==> src/rtl/sem_pkg.sv <==
package sem_pkg;
  // Holder of one token
  typedef enum logic [1:0] {
    HOLD_NONE  = 2'd0,
    HOLD_LEFT  = 2'd1,
    HOLD_RIGHT = 2'd2
  } holder_e;

  // Access kind decoded from one port's control pins
  typedef enum logic [1:0] {
    ACC_IDLE  = 2'd0,
    ACC_READ  = 2'd1,
    ACC_WRITE = 2'd2,
    ACC_BAD   = 2'd3
  } access_e;
endpackage

==> src/rtl/sem_port_decode.sv <==
module sem_port_decode
  import sem_pkg::*;
#(
  parameter int NUM_FLAGS = 8,
  parameter int ADDR_W    = 3
) (
  input  logic                 sel,
  input  logic                 ce,
  input  logic                 we,
  input  logic                 oe,
  input  logic [ADDR_W-1:0]    addr,
  input  logic                 din0,
  output logic [NUM_FLAGS-1:0] claim_vec,
  output logic [NUM_FLAGS-1:0] give_vec,
  output logic                 rd_en,
  output logic                 bad
);
  access_e kind;

  always_comb begin
    kind = ACC_IDLE;
    if (sel && ce)             kind = ACC_BAD;
    else if (sel && we)        kind = ACC_WRITE;
    else if (sel && oe)        kind = ACC_READ;
  end

  assign rd_en = (kind == ACC_READ);
  assign bad   = (kind == ACC_BAD);

  for (genvar i = 0; i < NUM_FLAGS; i++) begin : g_hit
    logic hit;
    assign hit          = (kind == ACC_WRITE) && (addr == ADDR_W'(i));
    assign claim_vec[i] = hit && !din0;
    assign give_vec[i]  = hit &&  din0;
  end
endmodule

==> src/rtl/sem_flag_cell.sv <==
module sem_flag_cell
  import sem_pkg::*;
(
  input  logic clk,
  input  logic rst,
  input  logic claim_l,
  input  logic give_l,
  input  logic claim_r,
  input  logic give_r,
  output logic held_l,
  output logic held_r
);
  holder_e holder_q, holder_d;
  logic    wait_l_q, wait_l_d;
  logic    wait_r_q, wait_r_d;

  always_comb begin
    holder_d = holder_q;
    wait_l_d = wait_l_q;
    wait_r_d = wait_r_q;
    // give-backs first; they also cancel the port's own pending claim
    if (give_l) begin
      wait_l_d = 1'b0;
      if (holder_q == HOLD_LEFT) holder_d = HOLD_NONE;
    end
    if (give_r) begin
      wait_r_d = 1'b0;
      if (holder_q == HOLD_RIGHT) holder_d = HOLD_NONE;
    end
    // new claims join the pending set
    if (claim_l && holder_q != HOLD_LEFT)  wait_l_d = 1'b1;
    if (claim_r && holder_q != HOLD_RIGHT) wait_r_d = 1'b1;
    // grant a free token, left first
    if (holder_d == HOLD_NONE) begin
      if (wait_l_d) begin
        holder_d = HOLD_LEFT;
        wait_l_d = 1'b0;
      end else if (wait_r_d) begin
        holder_d = HOLD_RIGHT;
        wait_r_d = 1'b0;
      end
    end
  end

  always_ff @(posedge clk) begin
    if (rst) begin
      holder_q <= HOLD_NONE;
      wait_l_q <= 1'b0;
      wait_r_q <= 1'b0;
    end else begin
      holder_q <= holder_d;
      wait_l_q <= wait_l_d;
      wait_r_q <= wait_r_d;
    end
  end

  assign held_l = (holder_q == HOLD_LEFT);
  assign held_r = (holder_q == HOLD_RIGHT);
endmodule

==> src/rtl/sem_read_mux.sv <==
module sem_read_mux #(
  parameter int NUM_FLAGS = 8,
  parameter int ADDR_W    = 3,
  parameter int DATA_W    = 9
) (
  input  logic                 rd_en,
  input  logic [ADDR_W-1:0]    addr,
  input  logic [NUM_FLAGS-1:0] held_vec,
  output logic [DATA_W-1:0]    dout
);
  logic mine;

  always_comb begin
    mine = 1'b0;
    for (int i = 0; i < NUM_FLAGS; i++)
      if (addr == ADDR_W'(i)) mine = held_vec[i];
  end

  assign dout = rd_en ? {DATA_W{~mine}} : '0;
endmodule

==> src/rtl/sem_flag_bank.sv <==
module sem_flag_bank #(
  parameter int NUM_FLAGS = 8,
  parameter int DATA_W    = 9,
  localparam int ADDR_W   = (NUM_FLAGS > 1) ? $clog2(NUM_FLAGS) : 1
) (
  input  logic              clk,
  input  logic              rst,
  input  logic              l_sel,
  input  logic              l_ce,
  input  logic              l_we,
  input  logic              l_oe,
  input  logic [ADDR_W-1:0] l_addr,
  input  logic              l_din0,
  output logic [DATA_W-1:0] l_dout,
  output logic              l_err,
  input  logic              r_sel,
  input  logic              r_ce,
  input  logic              r_we,
  input  logic              r_oe,
  input  logic [ADDR_W-1:0] r_addr,
  input  logic              r_din0,
  output logic [DATA_W-1:0] r_dout,
  output logic              r_err
);
  logic [NUM_FLAGS-1:0] claim_l, give_l, claim_r, give_r;
  logic [NUM_FLAGS-1:0] held_l_vec, held_r_vec;
  logic                 rd_l, rd_r, bad_l, bad_r;

  sem_port_decode #(.NUM_FLAGS(NUM_FLAGS), .ADDR_W(ADDR_W)) dec_l_i (
    .sel(l_sel), .ce(l_ce), .we(l_we), .oe(l_oe), .addr(l_addr), .din0(l_din0),
    .claim_vec(claim_l), .give_vec(give_l), .rd_en(rd_l), .bad(bad_l)
  );

  sem_port_decode #(.NUM_FLAGS(NUM_FLAGS), .ADDR_W(ADDR_W)) dec_r_i (
    .sel(r_sel), .ce(r_ce), .we(r_we), .oe(r_oe), .addr(r_addr), .din0(r_din0),
    .claim_vec(claim_r), .give_vec(give_r), .rd_en(rd_r), .bad(bad_r)
  );

  for (genvar i = 0; i < NUM_FLAGS; i++) begin : g_flag
    sem_flag_cell cell_i (
      .clk(clk), .rst(rst),
      .claim_l(claim_l[i]), .give_l(give_l[i]),
      .claim_r(claim_r[i]), .give_r(give_r[i]),
      .held_l(held_l_vec[i]), .held_r(held_r_vec[i])
    );
  end

  sem_read_mux #(.NUM_FLAGS(NUM_FLAGS), .ADDR_W(ADDR_W), .DATA_W(DATA_W)) mux_l_i (
    .rd_en(rd_l), .addr(l_addr), .held_vec(held_l_vec), .dout(l_dout)
  );

  sem_read_mux #(.NUM_FLAGS(NUM_FLAGS), .ADDR_W(ADDR_W), .DATA_W(DATA_W)) mux_r_i (
    .rd_en(rd_r), .addr(r_addr), .held_vec(held_r_vec), .dout(r_dout)
  );

  always_ff @(posedge clk) begin
    if (rst) begin
      l_err <= 1'b0;
      r_err <= 1'b0;
    end else begin
      l_err <= bad_l;
      r_err <= bad_r;
    end
  end
endmodule

==> config.mk <==
export PLATFORM = sky130hd
export DESIGN_NAME = sem_flag_bank
export DESIGN_NICKNAME = d
export VERILOG_FILES = /design/src/rtl/sem_pkg.sv /design/src/rtl/sem_port_decode.sv /design/src/rtl/sem_flag_cell.sv /design/src/rtl/sem_read_mux.sv /design/src/rtl/sem_flag_bank.sv
export SDC_FILE = /design/constraint.sdc
export NUM_CORES = 1
export LEC_CHECK = 0
export BUFFER_PORTS_ARGS = -buffer_cell sky130_fd_sc_hd__buf_2
export CAP_MARGIN = 10
export CORE_ASPECT_RATIO = 2
export CORE_MARGIN = 5
export CORE_UTILIZATION = 53
export CTS_CLUSTER_SIZE = 40
export DETAILED_ROUTE_END_ITERATION = 7
export PLACE_DENSITY = 0.83
export SLEW_MARGIN = 30
export SYNTH_ARGS = -nofsm -noshare
export SYNTH_HDL_FRONTEND = slang
export SYNTH_SLANG_ARGS = --single-unit
==> constraint.sdc <==
create_clock -name clk -period 3.6 [get_ports clk]
set_clock_uncertainty 0.2 [all_clocks]
set_input_delay 0.72 -clock clk [delete_from_list [all_inputs] [get_ports clk]]
set_output_delay 0.72 -clock clk [all_outputs]
set_load 0.01 [all_outputs]
==> flow_summary_export.csv <==
group,metric,value,unit
drt,drc,0,
sta,setup_viol,0,
place,dp_worst_setup_slack,541,ps
sta,rsz0062_at_grt,"no",
cells_and_area,drive_gt1_share,23.0,%
synthesis,synth_area_leader_cell,"dfxtp_1",
drt,drt_pass1_iterations,4,
synthesis,synth_cell_type_count,63,
worst_hold_path,min_path_type,"reg -> reg",
sta,fin_crit_sh,84.2,%
cells_and_area,final_common_cell,"buf_2",
synthesis,synth_seq_area_share,30.4,%
sta,maxSlewHeadroom,58.2,%
synthesis,synthMuxAreaShare,1.01,%
critical_path,critPathSlowestCell,"a31oi_1",
critical_path,worstSetupStartpointType,"primary input",
critical_path,crit_top_cell,"buf_2",
place,placed_cell_area,2310,µm²
critical_path,crit_type,"in -> out",
place,dp_hpwl,4.44,mm
power,power_density,310,nW/µm²
floorplanning,rows,33,
cts,numCtsBuffers,5,
cts,cts.path.max_buffers,2,
synthesis,postSynthAreaPerCell,8.69,µm²
critical_path,end_kind,"primary output",
synthesis,synthXorXnorAreaFrac,0,%
power,p_int,0.542,mW
drt,ant_nets,0,
cts,htreeDepth,2,
critical_path,crit_fanout,12,
power,ir_worst_vdd,0.000273,V
floorplanning,dieArea,5710,µm²
grt,grt_pass1_vias,2152,
cells_and_area,final_nets,292,
floorplanning,start_util,54.8,%
cts,root_buffer,"clkbuf_8",
synthesis,synth_edf_count,0,
cts,cts_setup_buffers,0,
sta,setup-tns-final,0,ps
critical_path,arrival,2110,ps
sta,fin_hold_ws,323,ps
run_status,status,"complete, no violations",
grt,antenna_found_initial,0,
cts,ctsResizeCount,0,
synthesis,synth_compound_area_share,29.4,%
grt,busiest_layer,"met2",
drt,post_drt_wl_per_cell,18.0,µm
cts,holdBufCountCts,0,
cells_and_area,synthToLayoutAreaGrowth,6.59,%
critical_path,cp.required,2680,ps
sta,hold_viol_final,0,
sta,maxSlewViolCount,0,
synthesis,synth-simple-area-share,29.8,%
grt,grt_first_pass_wirelength,9.47,mm
synthesis,ys_ff_latch,34,
critical_path,path_cells,"buf_2 > nand2_1 > or3_1 > a31oi_1 > buf_2",
drt,drtIter0Drc,80,
drt,vias,2140,
grt,grt_overflow,0,
cells_and_area,stdcell_area,2390,µm²
synthesis,yosys-top-cells-area,"dfxtp_1 30%, buf_4 5.7%, nand2b_1 5.6%",
floorplanning,ios,38,
synthesis,async_reset_ff_share,0,%
cts,cts_tree,"done",
synthesis,synth_fp_nets,276,
cts,cts.sinks,34,
critical_path,slowest_delay,430,ps
power,p_switching,0.198,mW
floorplanning,fp.dieW,56.0,µm
synthesis,netlist.area_leader.share,30.4,%
synthesis,synth_top_family_by_area,"simple AND/OR/NAND/NOR gates",
sta,worst_slack,570,ps
synthesis,synth.cell_area,2240,µm²
cts,clk_latency,280,ps
floorplanning,die_y,102,µm
power,sw_frac_of_total,26.7,%
synthesis,synth-adder-area-share,0,%
cts,clk_pin_slew,70,ps
power,pwr-share-clk,35.8,%
sta,period_needed,3030,ps
place,gp_congestion,0.907,
power,combPwrFrac,12.4,%
grt,grt_start_max_net_pins,21,
synthesis,yosys_warnings,0,
power,leakagePower,1.03,nW
drt,routed_wl,5.86,mm
synthesis,ys_dominant_reg_cell,"dfxtp_1",
cells_and_area,final_cell_mix,"37 x buf_2, 34 x dfxtp_1, 20 x nand2b_1",
sta,max_clock_freq,330,MHz
cells_and_area,num_antenna_cells,0,
grt,met3_usage,3.92,%
grt,use_met2,37.2,%
floorplanning,core-area,4090,µm²
power,seqPwrFrac,51.8,%
grt,grt.total_usage,21.0,%
drt,detail_route.vias_per_cell,6.56,
synthesis,synthCells,258,
flow_run,max-cap-violations,0,
grt,met1_usage,20.5,%
place,place.port_buffers,37,
sta,tightest_slew,627,ps
## layout make-up
class	instances	area, µm²
Tap cell	52	65.1
Clock inverter	2	10.0
Sequential cell	34	681
Clock buffer	5	68.8
Multi-Input combinational cell	189	1350
Fill cell	371	1700
Timing Repair Buffer	38	193
Inverter	6	22.5
## sequential cells by signal, indices dropped and copies added (netlist names)
signal,flops
g_flag.cell_i.wait_l_q,8
l_err,1
g_flag.cell_i.holder_q,16
g_flag.cell_i.wait_r_q,8
r_err,1
## cells in the mapped netlist, types with 5 or more instances
cell,count
a21oi_1,10
a31oi_1,12
and3_1,9
buf_2,7
buf_4,17
dfxtp_1,34
inv_1,5
nand2_1,10
nand2b_1,20
nand3_1,13
nor2_1,11
nor2b_1,5
nor3_1,6
## worst max-delay path, delay by kind of cell
kind | cells | cell delay [ps]
buffers and inverters | 2 | 450
AOI/OAI and AO/OA | 1 | 430
and+or+nand+nor | 2 | 510
## stage by stage
stage | utilization [%] | power [mW] | cells
after floorplan | - | 0.457 | 258
after global placement | 56.5 | 0.481 | 319
after CTS | 58.4 | 0.745 | 326
after global routing | 58.4 | 0.766 | 326
final | 58.4 | 0.740 | 326
after detailed placement | 56.5 | 0.482 | 319
## layer usage
layer | vias up | wire length (µm)
li1 | 1012 | -
met1 | 975 | 2120
met5 | - | 0
met2 | 115 | 2920
met3 | 38 | 402
met4 | 0 | 416
## path summary, 6_finish.rpt
path | startpoint | end | cells past startpoint | slack [ps]
setup / recovery | r_addr[1] | r_dout[0] | 5 | 570
hold / removal | g_flag[6].cell_i.holder_q[0]$_SDFF_PP0_ | g_flag[6].cell_i.holder_q[0]$_SDFF_PP0_ | 2 | 320
setup reg to reg | g_flag[1].cell_i.holder_q[1]$_SDFF_PP0_ | g_flag[1].cell_i.wait_l_q$_SDFF_PP0_ | 3 | 1940
hold reg to reg | g_flag[6].cell_i.holder_q[0]$_SDFF_PP0_ | g_flag[6].cell_i.holder_q[0]$_SDFF_PP0_ | 2 | 320
## power by group through the flow
stage               logic, mW  registers, mW  clock network, mW
global placement       0.0891          0.392                  0
CTS                    0.0909          0.383              0.271
detailed placement     0.0904          0.392                  0
floorplan              0.0657          0.391                  0
finish                 0.0921          0.383              0.265
global route           0.0999          0.383              0.283
## logic make-up (layout without fill, tap and decap cells)
| group | after synthesis | after routing |
|---|---|---|
| AO/OA/AOI/OAI | 82 | 82 |
| buffers and inverters | 35 | 51 |
| flip-flops | 34 | 34 |
| multiplexers | 1 | 1 |
| AND/OR/NAND/NOR | 106 | 106 |
Note: power is estimated with default switching activity, not from simulation.
